[src/rtl/alu8_pkg.sv]
package alu8_pkg;

  // operation codes; values 13..15 are reserved
  typedef enum logic [3:0] {
    OP_ADC = 4'd0,
    OP_SBC = 4'd1,
    OP_AND = 4'd2,
    OP_ORA = 4'd3,
    OP_EOR = 4'd4,
    OP_CMP = 4'd5,
    OP_BIT = 4'd6,
    OP_INC = 4'd7,
    OP_DEC = 4'd8,
    OP_ASL = 4'd9,
    OP_LSR = 4'd10,
    OP_ROL = 4'd11,
    OP_ROR = 4'd12
  } alu_op_e;

  // index of each flag inside the 4-bit flag / mask vectors
  localparam int FI_N = 3;
  localparam int FI_V = 2;
  localparam int FI_Z = 1;
  localparam int FI_C = 0;
  localparam int NFLAG = 4;

  // position of each flag inside the status register
  localparam int SP_N = 7;
  localparam int SP_V = 6;
  localparam int SP_Z = 1;
  localparam int SP_C = 0;

  // write masks, bit order N V Z C
  localparam logic [NFLAG-1:0] MSK_ALL  = 4'b1111;
  localparam logic [NFLAG-1:0] MSK_NZ   = 4'b1010;
  localparam logic [NFLAG-1:0] MSK_NZC  = 4'b1011;
  localparam logic [NFLAG-1:0] MSK_NVZ  = 4'b1110;
  localparam logic [NFLAG-1:0] MSK_NONE = 4'b0000;

endpackage

[src/rtl/alu8_arith.sv]
module alu8_arith
  import alu8_pkg::*;
#(
  parameter int DW = 8
) (
  input  alu_op_e           op,
  input  logic [DW-1:0]     a,
  input  logic [DW-1:0]     b,
  input  logic              cin,
  output logic [DW-1:0]     res,
  output logic [NFLAG-1:0]  flg,
  output logic [NFLAG-1:0]  msk
);

  localparam int MSB = DW - 1;

  logic [DW-1:0] addend;
  logic          c_use;
  logic [DW:0]   sum;

  // operand and carry select for the shared adder
  always_comb begin
    addend = '0;
    c_use  = 1'b0;
    msk    = MSK_NONE;
    case (op)
      OP_ADC: begin addend = b;       c_use = cin;  msk = MSK_ALL; end
      OP_SBC: begin addend = ~b;      c_use = cin;  msk = MSK_ALL; end
      OP_CMP: begin addend = ~b;      c_use = 1'b1; msk = MSK_NZC; end
      OP_INC: begin addend = '0;      c_use = 1'b1; msk = MSK_NZ;  end
      OP_DEC: begin addend = '1;      c_use = 1'b0; msk = MSK_NZ;  end
      default: begin addend = '0;     c_use = 1'b0; msk = MSK_NONE; end
    endcase
  end

  assign sum = {1'b0, a} + {1'b0, addend} + {{DW{1'b0}}, c_use};

  // compare leaves the accumulator value on the result
  assign res = (op == OP_CMP) ? a : sum[DW-1:0];

  always_comb begin
    flg       = '0;
    flg[FI_N] = sum[MSB];
    flg[FI_Z] = (sum[DW-1:0] == '0);
    flg[FI_C] = sum[DW];
    flg[FI_V] = (a[MSB] == addend[MSB]) && (sum[MSB] != a[MSB]);
  end

endmodule

[src/rtl/alu8_logic.sv]
module alu8_logic
  import alu8_pkg::*;
#(
  parameter int DW = 8
) (
  input  alu_op_e           op,
  input  logic [DW-1:0]     a,
  input  logic [DW-1:0]     b,
  output logic [DW-1:0]     res,
  output logic [NFLAG-1:0]  flg,
  output logic [NFLAG-1:0]  msk
);

  localparam int MSB = DW - 1;

  logic [DW-1:0] bitwise;
  logic          is_test;

  always_comb begin
    case (op)
      OP_ORA:  bitwise = a | b;
      OP_EOR:  bitwise = a ^ b;
      default: bitwise = a & b;
    endcase
  end

  assign is_test = (op == OP_BIT);
  assign res     = is_test ? a : bitwise;
  assign msk     = is_test ? MSK_NVZ : MSK_NZ;

  always_comb begin
    flg       = '0;
    flg[FI_Z] = (bitwise == '0);
    flg[FI_N] = is_test ? b[MSB] : bitwise[MSB];
    flg[FI_V] = b[MSB-1];
  end

endmodule

[src/rtl/alu8_shift.sv]
module alu8_shift
  import alu8_pkg::*;
#(
  parameter int DW = 8
) (
  input  alu_op_e           op,
  input  logic [DW-1:0]     a,
  input  logic              cin,
  output logic [DW-1:0]     res,
  output logic [NFLAG-1:0]  flg,
  output logic [NFLAG-1:0]  msk
);

  localparam int MSB = DW - 1;

  logic          go_left;
  logic          fill_lo;
  logic          fill_hi;
  logic [DW-1:0] up;
  logic [DW-1:0] down;

  assign go_left = (op == OP_ASL) || (op == OP_ROL);
  assign fill_lo = (op == OP_ROL) ? cin : 1'b0;
  assign fill_hi = (op == OP_ROR) ? cin : 1'b0;

  // one lane per bit: neighbour or fill value
  for (genvar i = 0; i < DW; i++) begin : g_lane
    if (i == 0) begin : g_lo
      assign up[i] = fill_lo;
    end else begin : g_lo
      assign up[i] = a[i-1];
    end
    if (i == MSB) begin : g_hi
      assign down[i] = fill_hi;
    end else begin : g_hi
      assign down[i] = a[i+1];
    end
  end

  assign res = go_left ? up : down;
  assign msk = MSK_NZC;

  always_comb begin
    flg       = '0;
    flg[FI_N] = res[MSB];
    flg[FI_Z] = (res == '0);
    flg[FI_C] = go_left ? a[MSB] : a[0];
  end

endmodule

[src/rtl/alu8_status.sv]
module alu8_status
  import alu8_pkg::*;
#(
  parameter int SW = 8
) (
  input  logic              clk,
  input  logic              rst_n,
  input  logic              we,
  input  logic [NFLAG-1:0]  nvzc,
  output logic [SW-1:0]     stat_q
);

  logic [SW-1:0] stat_d;

  // next-state: scatter flags to their register positions
  always_comb begin
    stat_d       = '0;
    stat_d[SP_N] = nvzc[FI_N];
    stat_d[SP_V] = nvzc[FI_V];
    stat_d[SP_Z] = nvzc[FI_Z];
    stat_d[SP_C] = nvzc[FI_C];
  end

  always_ff @(posedge clk or negedge rst_n) begin
    if (!rst_n) begin
      stat_q <= '0;
    end else if (we) begin
      stat_q <= stat_d;
    end
  end


  stat_hold_chk: assert property (@(posedge clk) disable iff (!rst_n)
    !we |=> $stable(stat_q));


  stat_load_chk: assert property (@(posedge clk) disable iff (!rst_n)
    we |=> (stat_q[SP_N] == $past(nvzc[FI_N])) && (stat_q[SP_V] == $past(nvzc[FI_V]))
        && (stat_q[SP_Z] == $past(nvzc[FI_Z])) && (stat_q[SP_C] == $past(nvzc[FI_C])));

endmodule

[src/rtl/alu8_core.sv]
module alu8_core
  import alu8_pkg::*;
#(
  parameter int DW = 8,
  parameter int SW = 8
) (
  input  logic              clk,
  input  logic              rst_n,
  input  logic [DW-1:0]     opnd_a,
  input  logic [DW-1:0]     opnd_b,
  input  logic              carry_in,
  input  logic [3:0]        op_sel,
  input  logic              flag_we,
  output logic [DW-1:0]     result,
  output logic              flag_n,
  output logic              flag_v,
  output logic              flag_z,
  output logic              flag_c,
  output logic [NFLAG-1:0]  flag_mask,
  output logic [SW-1:0]     status
);

  localparam int MSB = DW - 1;

  alu_op_e op;
  assign op = alu_op_e'(op_sel);

  // reset release synchroniser
  logic [1:0] rst_pipe;
  logic       rst_int_n;

  always_ff @(posedge clk or negedge rst_n) begin
    if (!rst_n) begin
      rst_pipe <= 2'b00;
    end else begin
      rst_pipe <= {rst_pipe[0], 1'b1};
    end
  end
  assign rst_int_n = rst_pipe[1];

  // functional units
  logic [DW-1:0]    ar_res, lg_res, sh_res;
  logic [NFLAG-1:0] ar_flg, lg_flg, sh_flg;
  logic [NFLAG-1:0] ar_msk, lg_msk, sh_msk;

  alu8_arith #(.DW(DW)) u_arith (
    .op (op), .a (opnd_a), .b (opnd_b), .cin (carry_in),
    .res (ar_res), .flg (ar_flg), .msk (ar_msk)
  );

  alu8_logic #(.DW(DW)) u_logic (
    .op (op), .a (opnd_a), .b (opnd_b),
    .res (lg_res), .flg (lg_flg), .msk (lg_msk)
  );

  alu8_shift #(.DW(DW)) u_shift (
    .op (op), .a (opnd_a), .cin (carry_in),
    .res (sh_res), .flg (sh_flg), .msk (sh_msk)
  );

  // unit select
  logic [DW-1:0]    sel_res;
  logic [NFLAG-1:0] sel_flg;
  logic [NFLAG-1:0] sel_msk;

  always_comb begin
    case (op)
      OP_ADC, OP_SBC, OP_CMP, OP_INC, OP_DEC: begin
        sel_res = ar_res; sel_flg = ar_flg; sel_msk = ar_msk;
      end
      OP_AND, OP_ORA, OP_EOR, OP_BIT: begin
        sel_res = lg_res; sel_flg = lg_flg; sel_msk = lg_msk;
      end
      OP_ASL, OP_LSR, OP_ROL, OP_ROR: begin
        sel_res = sh_res; sel_flg = sh_flg; sel_msk = sh_msk;
      end
      default: begin
        sel_res = opnd_a; sel_flg = '0; sel_msk = MSK_NONE;
      end
    endcase
  end

  // merge written flags with the stored ones
  logic [NFLAG-1:0] stored;
  logic [NFLAG-1:0] nvzc_nxt;

  assign stored   = {status[SP_N], status[SP_V], status[SP_Z], status[SP_C]};
  assign nvzc_nxt = (sel_flg & sel_msk) | (stored & ~sel_msk);

  alu8_status #(.SW(SW)) u_status (
    .clk (clk), .rst_n (rst_int_n), .we (flag_we),
    .nvzc (nvzc_nxt), .stat_q (status)
  );

  assign result    = sel_res;
  assign flag_mask = sel_msk;
  assign flag_n    = nvzc_nxt[FI_N];
  assign flag_v    = nvzc_nxt[FI_V];
  assign flag_z    = nvzc_nxt[FI_Z];
  assign flag_c    = nvzc_nxt[FI_C];


  logic_vc_hold_chk: assert property (@(posedge clk) disable iff (!rst_int_n)
    (op == OP_AND || op == OP_ORA || op == OP_EOR)
      |-> (flag_v == status[SP_V]) && (flag_c == status[SP_C]));


  cmp_keeps_a_chk: assert property (@(posedge clk) disable iff (!rst_int_n)
    (op == OP_CMP) |-> (result == opnd_a) && (flag_v == status[SP_V]));


  bit_src_chk: assert property (@(posedge clk) disable iff (!rst_int_n)
    (op == OP_BIT) |-> (result == opnd_a) && (flag_n == opnd_b[MSB]) && (flag_v == opnd_b[MSB-1]));


  lsr_n_clear_chk: assert property (@(posedge clk) disable iff (!rst_int_n)
    (op == OP_LSR) |-> !flag_n);


  reserved_quiet_chk: assert property (@(posedge clk) disable iff (!rst_int_n)
    (op_sel > 4'd12) |-> (flag_mask == '0) && (result == opnd_a) && (flag_c == status[SP_C]));


  zero_tracks_result_chk: assert property (@(posedge clk) disable iff (!rst_int_n)
    (op_sel <= 4'd12 && op != OP_CMP && op != OP_BIT) |-> (flag_z == (result == '0)));

endmodule

[config.mk]
export PLATFORM = sky130hd
export DESIGN_NAME = alu8_core
export DESIGN_NICKNAME = d
export VERILOG_FILES = /design/src/rtl/alu8_pkg.sv /design/src/rtl/alu8_arith.sv /design/src/rtl/alu8_logic.sv /design/src/rtl/alu8_shift.sv /design/src/rtl/alu8_status.sv /design/src/rtl/alu8_core.sv
export SDC_FILE = /design/constraint.sdc
export NUM_CORES = 1
export LEC_CHECK = 0
export ABC_AREA = 1
export BUFFER_PORTS_ARGS = -buffer_cell sky130_fd_sc_hd__buf_2
export CORE_UTILIZATION = 55
export DETAILED_ROUTE_END_ITERATION = 16
export GPL_TIMING_DRIVEN = 0
export MAX_ROUTING_LAYER = met4
export PLACE_DENSITY = 0.8
export SLEW_MARGIN = 25
export SYNTH_ARGS = -nofsm -noshare
export SYNTH_HDL_FRONTEND = slang
export SYNTH_HIERARCHICAL = 1
export SYNTH_SLANG_ARGS = --single-unit
[constraint.sdc]
create_clock -name clk -period 2.92 [get_ports clk]
set_clock_uncertainty 0.15 [all_clocks]
set_input_delay 0.146 -clock clk [delete_from_list [all_inputs] [get_ports clk]]
set_output_delay 0.146 -clock clk [all_outputs]
set_load 0.1 [all_outputs]
* Word level (Yosys, flattened, before mapping)
Cells that the tools add are included.
** Storage, ports and cells
- Bits in registers :: 6
- Input bits :: 24
- Output and inout port bits :: 24
** Cells by class
- Add/sub/neg operators :: 2
- Eq/ne operators :: 14
- Multiplexer cells :: 15
- Bitwise gates (word level) :: 8
- Reductions and logical operators :: 13
** Operator list (count)
- 8-bit one-hot mux with 3 select lines :: 2
- 4-bit one-hot mux with 3 select lines :: 3
- 8-bit logical NOT :: 3
- 8-bit 2-to-1 mux :: 3
- 4-bit == test, second input constant :: 5
- 4-bit by 3-bit == test with 1-bit output, second input constant :: 4
- 8-bit one-hot mux with 2 select lines :: 1
- 8-bit by 8-bit adder with 9-bit output :: 1
- 9-bit by 1-bit adder with 9-bit output :: 1
- 4-bit AND :: 2
- 8-bit AND :: 1
- 4-bit by 2-bit == test with 1-bit output, second input constant :: 2
- 8-bit inverter :: 1
- 8-bit bitwise OR :: 1
- 2-bit OR reduction :: 4
- 4-bit OR reduction :: 2
- 8-bit bitwise XOR :: 1
- 5-bit OR reduction :: 1
- 4-bit by 1-bit == test with 1-bit output, second input constant :: 1
- 4-bit logical NOT :: 1
- 1-bit 2-to-1 mux :: 4
- 4-bit inverter :: 1
- 4-bit bitwise OR :: 1
- 3-bit 2-to-1 mux :: 1
- other kinds (5) :: 5

* Longest topological paths before layout
- Depth after elaboration :: 10
- Depth in mapped cells :: 22
- Mapped depth without buffers :: 22

* Modules after synthesis
The synthesis kept the hierarchy.
** By module, submodules not included
- alu8_arith :: instances 1, cells each 135, area an instance 749.5 um^2
- alu8_logic :: instances 1, cells each 115, area an instance 729.4 um^2
- alu8_core :: instances 1, cells each 106, area an instance 573.0 um^2
- alu8_shift :: instances 1, cells each 49, area an instance 269.0 um^2
- alu8_status :: instances 1, cells each 22, area an instance 182.7 um^2

* Worst setup path after synthesis
OpenSTA, ideal clock, no wires.
- Kind :: input port to flip-flop
- Start point :: input op_sel[1]
- End point :: register u_status.stat_q[1]
- Library setup time :: 0.068 ns
- Data arrival time :: 3.182 ns
- Data required time :: 2.702 ns
- Path slack :: -0.479 ns
- Cell stages on the path :: 21
- Buffers on the path :: 0
- Path through :: nor2_1 > inv_1 > nor3_2 > inv_1 > o21ai_0 > a21oi_1 > fa_1 > fa_1 > inv_1 > nand2_2 > nand3_2 > nand2_1 > nor2_1 > nand3_2 > nor2_2 > nand3_1 > nand3_1 > nand2_1 > nand2_1 > nand2_1 > nand2_1
** On the way
- Cells in the longest elaborated chain, start to end :: 9
- Elaborated cells between the ends (all ways) :: 39
- Those cells by class :: add/sub: 2; eq/ne: 12; mux: 9; bitwise: 4; reduce/logical: 12
** Ends and longest elaborated chain
- start, declared :: line alu8_core.sv:12 : input logic [3:0] op_sel,
- 4-bit by 1-bit == test with 1-bit output / 4-bit by 3-bit == test with 1-bit output (equally long branches) :: line alu8_arith.sv:26 : case (op)
- 2-bit OR reduction (no source line)
- 8-bit one-hot mux with 3 select lines :: line alu8_arith.sv:26
- 8-bit by 8-bit adder with 9-bit output :: line alu8_arith.sv:36 : assign sum = {1'b0, a} + {1'b0, addend} + {{DW{1'b0}}, c_use};
- 9-bit by 1-bit adder with 9-bit output (*) :: line alu8_arith.sv:36
- 8-bit logical NOT (*) :: line alu8_arith.sv:44 : flg[FI_Z] = (sum[DW-1:0] == '0);
- net ar_flg[1] :: line alu8_core.sv:43 : logic [NFLAG-1:0] ar_flg, lg_flg, sh_flg;
- 4-bit one-hot mux with 3 select lines (*) :: line alu8_core.sv:67 : case (op)
- 4-bit AND (*) :: line alu8_core.sv:88 : assign nvzc_nxt = (sel_flg & sel_msk) | (stored & ~sel_msk);
- 4-bit bitwise OR (*) :: line alu8_core.sv:88
- net flag_z :: line alu8_core.sv:17 : output logic flag_z,
- end signal, assigned :: line alu8_status.sv:28 : stat_q <= stat_d;
- end, declared :: line alu8_status.sv:10 : output logic [SW-1:0] stat_q
The timed path passes the listed nets; every way through them passes the cells marked *.
A chain may end at the register's enable or synchronous reset.

* Worst setup path in the final report
- Start point :: input op_sel[1]
- End point :: output result[6]
** On the way
- Cells in the longest elaborated chain, start to end :: 7
- Elaborated cells between the ends (all ways) :: 29
- Those cells by class :: add/sub: 2; eq/ne: 12; mux: 7; reduce/logical: 8
** Ends and longest elaborated chain
- 4-bit by 1-bit == test with 1-bit output / 4-bit by 3-bit == test with 1-bit output (equally long branches) :: line alu8_arith.sv:26, alu8_arith.sv:39
- 2-bit OR reduction (no source line)
- 8-bit one-hot mux with 3 select lines :: line alu8_arith.sv:26
- 8-bit by 8-bit adder with 9-bit output :: line alu8_arith.sv:36
- 9-bit by 1-bit adder with 9-bit output :: line alu8_arith.sv:36
- 8-bit 2-to-1 mux (*) :: line alu8_arith.sv:39 : assign res = (op == OP_CMP) ? a : sum[DW-1:0];
- net ar_res[6] :: line alu8_core.sv:42 : logic [DW-1:0] ar_res, lg_res, sh_res;
- 8-bit one-hot mux with 3 select lines (*) :: line alu8_core.sv:67
- end, declared :: line alu8_core.sv:14 : output logic [DW-1:0] result,
Marks and branches as above.

==> run summary <==
Max-slew violation count: 0. Summed over all layers, the global routing overflow is 0. At the later pin of the worst-skew pair, clock insertion delay measures 210 ps.

In this run the power spent charging and discharging nets is 0.000678 W. The worst setup path is launched from an input port. Entering global routing, the biggest net connects 13 pins.

The count of cells in the finished layout, fillers not included, comes to 554. The tools report the final number of hold-violating endpoints as 0. CTS saw 6 sinks.

Depth of the CTS H-tree: 1. For the worst setup path, the data required time is 2620 ps. The tools report the count of different cell masters after synthesis as 35. The number of port buffers is 43. The worst-case IR drop observed on VDD is 0.000509 V. Detailed placement ended at an HPWL of 5660 µm.

The congestion estimate from routability-driven global placement came to 0.881. Static timing analysis puts the maximum clock frequency at 0.341 GHz. The average vias per placed instance was 5.53; the count of warnings emitted by yosys was 6. By startpoint and endpoint, the worst setup path is classified as input port to output port.

In this run the count of I/O pins placed on the die edge is 48. After floorplanning, the core was sized to cover 4350 µm². Counting along the longest clock path gives a buffer depth of 2. Of the total synthesized cell area, the portion taken by AND, OR, NAND and NOR gates is 54.9%. OpenSTA, run right after detailed placement, puts the worst setup slack at -701 ps. The dominant combinational cell family by area after synthesis was simple AND/OR/NAND/NOR gates. The worst pin sits at a relative slew slack of 64.4%. The tools report the final routed wirelength across all metal layers as 7470 µm. Setup violations remaining at the end of the flow were counted as 2. The number of antenna violations at the first check in global routing was 0; the clock period minus worst slack was 2940 ps. Commonest non-fill, non-tap cell in the layout: nand2_1. The count of nets left with antenna violations once routing finished came out at 0. The mean post-synth cell area is 5.86 µm².

The share of the synthesized area in the top cell type is 18.1%. The power density relative to cell area works out to 343 nW/µm². The mean routed wirelength per cell was 13.5 µm; the number of global-route vias before repair was 2602.

TritonCTS built the clock tree. Setup repair after global routing could not meet its margin everywhere. Including well taps, the total number of placed cells is 530. The detailed router placed 3066 vias in this run.

Among cell families on the critical path, the largest total delay comes from simple AND/OR/NAND/NOR gates. Counting both buffers and inverters, the worst setup path holds a total of 6. The first detailed-routing pass took 5 iterations. The biggest fanout along the worst timing path was 7; the first-pass GRT wire length was 11600 µm. The critical path's slowest cell is fa_2.

In the synthesized netlist, mux cells make up 0.450% of the area. Of the available clock period, the critical path in the final layout requires 101%. The count of max-cap constraint violations is 0. The logs give 57.5% for the effective utilization at floorplan and 0.000431 W for the internal power of the cells. Combinational logic burns 80.2% of the power.

In the global route stage, overall resource usage came out at 29.4%. Largest area contributor in the netlist: nand2_1. For this run, design rule violations remaining after detail routing come to 0.

The share of total power consumed by net switching was 61.1%. Traced cell by cell, the critical path runs through buf_12 -> nor2_4 -> inv_2 -> nor3_4 -> inv_2 -> o21ai_2 -> a21oi_2 -> fa_2 -> fa_2 -> inv_2 -> nand3_2 -> buf_4 -> nand4_1 -> nand2_2 -> o21ai_1 -> nand2_1 -> nand4_1 -> buf_8. For the pin with the worst max-slew slack, the measured transition is 531 ps.

The CTS buffer count is 3. The die width is 69.5 µm, and the count of state elements after synthesis is 6. The XOR/XNOR share of the synthesized area is 0.350%, and the register area share after synthesis is 6.00%. Endpoint arrival time on the critical path: 2640 ps. The area growth from synthesis to layout is 29.1%, and the final worst setup slack is -16.1 ps.

For the leakage power figure, the log shows 1.81 nW. Complex-gate fraction of the synthesized area: 8.40%. The layout net count was 553; the placement row count was 24. The final reports fail on negative setup slack.

Of the cells placed in the final design, the portion with a size suffix greater than 1 is 31.5%. The top cell types in the final layout, fill and taps aside, are nand2_1 (114), nand3_1 (56), inv_1 (48). The highest cell delay on the worst timing path came out at 380 ps.

The cell that appears most often on the critical path is inv_2. Summing every instance area after synthesis gives 2500 µm². By area the synthesized netlist is led by nand2_1 (18%), ha_1 (11%), nand3_1 (11%), inv_1 (8.1%), nand4_1 (6.7%).

The clock slew at the register clock pins of the worst setup and hold paths is 30 ps. Root buffer selected by CTS: clkbuf_8. The worst min-delay path class is input port to flip-flop.

Of the total power, the clock network draws 10.6%. For the core occupancy in the finished layout, the log shows 74.2%. The detailed router finished its first iteration with 213 violations. The die covers 4830 µm². The vertical die dimension was 69.5 µm. The category of the worst setup path capture point is an output port.

The number of instances in the synthesized netlist came out at 427. The flow ran to the end, but the final reports show violations. The number of antenna diodes came out at 0. The synthesized netlist devotes 13.1% of its cell area to adder and majority cells. The part of the power in registers was 9.2%; the sum of negative setup slack was -31.3 ps.
-- tightest hold or removal path, delay by kind of cell --
family / cells / cell delay, ps
buf+inv: 1 / 120
simple gates: 2 / 120
-- state kept, by name, indices dropped and copies added (netlist names) --
| signal | flops |
|---|---|
| rst_pipe | 2 |
| u_status/stat_q | 4 |
-- path summary, 6_finish.rpt --
path / from / depth (start not counted) / endpoint / slack, ps
max in group asynchronous: rst_pipe[1]$_DFF_PN0_ / 1 / u_status/stat_q[6]$_DFFE_PN0P_ / 2020
worst min-delay path: flag_we / 3 / u_status/stat_q[0]$_DFFE_PN0P_ / 50
worst min register to register: rst_pipe[0]$_DFF_PN0_ / 0 / rst_pipe[1]$_DFF_PN0_ / 210
worst max-delay path: op_sel[1] / 18 / result[6] / -20
min in group asynchronous: rst_n / 2 / rst_pipe[0]$_DFF_PN0_ / 100
worst max register to register: u_status/stat_q[7]$_DFFE_PN0P_ / 4 / u_status/stat_q[7]$_DFFE_PN0P_ / 1910
-- metrics by stage --
step | area, µm² | power, W | hold slack, ps
6_report | 3230 | 0.00111 | 54.5
5_1_grt | 3230 | 0.00117 | 65.0
4_1_cts | 3020 | 0.00105 | 53.4
3_5_place_dp | 2860 | 0.000892 | -216
3_3_place_gp | 2860 | 0.000881 | -220
2_1_floorplan | 2580 | 0.000742 | -300
-- routing by layer --
layer	part of all wire (%)	GRT usage, %	up-vias	wire, µm
met5	0	-	-	0
met4	1.8	4.54	0	132
met3	4.9	1.31	14	368
met2	48	49.3	116	3600
met1	45	40.0	1404	3370
li1	-	-	1532	-
-- cells in the mapped netlist, drive strengths merged --
master,number
nand4,27
fa,2
o211ai,6
a31oi,2
nand3,70
nand3b,6
a21oi,6
dfrtp,6
and2,1
o21bai,1
ha,23
nor3,2
o21ai,17
nand2,134
mux2,1
inv,59
nor2,32
xnor2,1
buf,23
conb,6
a21boi,2
-- power by group through the flow --
stage | sequential (W) | clock, W | combinational (W)
final | 0.000102 | 0.000117 | 0.000890
after global routing | 0.000104 | 0.000128 | 0.000940
after CTS | 0.000102 | 0.000121 | 0.000825
after detailed placement | 0.000104 | 0 | 0.000789
after global placement | 0.000104 | 0 | 0.000777
after floorplan | 0.000168 | 0 | 0.000574
-- timing repair --
| item | in CTS | in global routing |
|---|---|---|
| hold buffers | 2 | 0 |
| resized for setup | 27 | 28 |
| endpoints found under the hold margin | 6 | 0 |
| endpoints found under the setup margin | 12 | 9 |
| setup buffers | 3 | 16 |
| pin swaps | 8 | 5 |
-- area by class of cell --
class	instances	area (µm²)
inverters	59	224
multi-input cells	347	2060
clock buffers	3	41.3
well taps	52	65.1
fillers	374	1120
plain buffers	23	176
repair buffers	64	513
flip-flops and latches	6	150
-- logic make-up (layout without fill, tap and decap cells) --
family | after synthesis | after routing
AOI/OAI and AO/OA | 34 | 34
xor gates and xnor gates | 1 | 1
adders and majority gates | 25 | 25
buffers and inverters | 82 | 149
DFF | 6 | 6
muxes | 1 | 1
other | 6 | 14
and+or+nand+nor | 272 | 272
(Power assumes the default switching activity.)
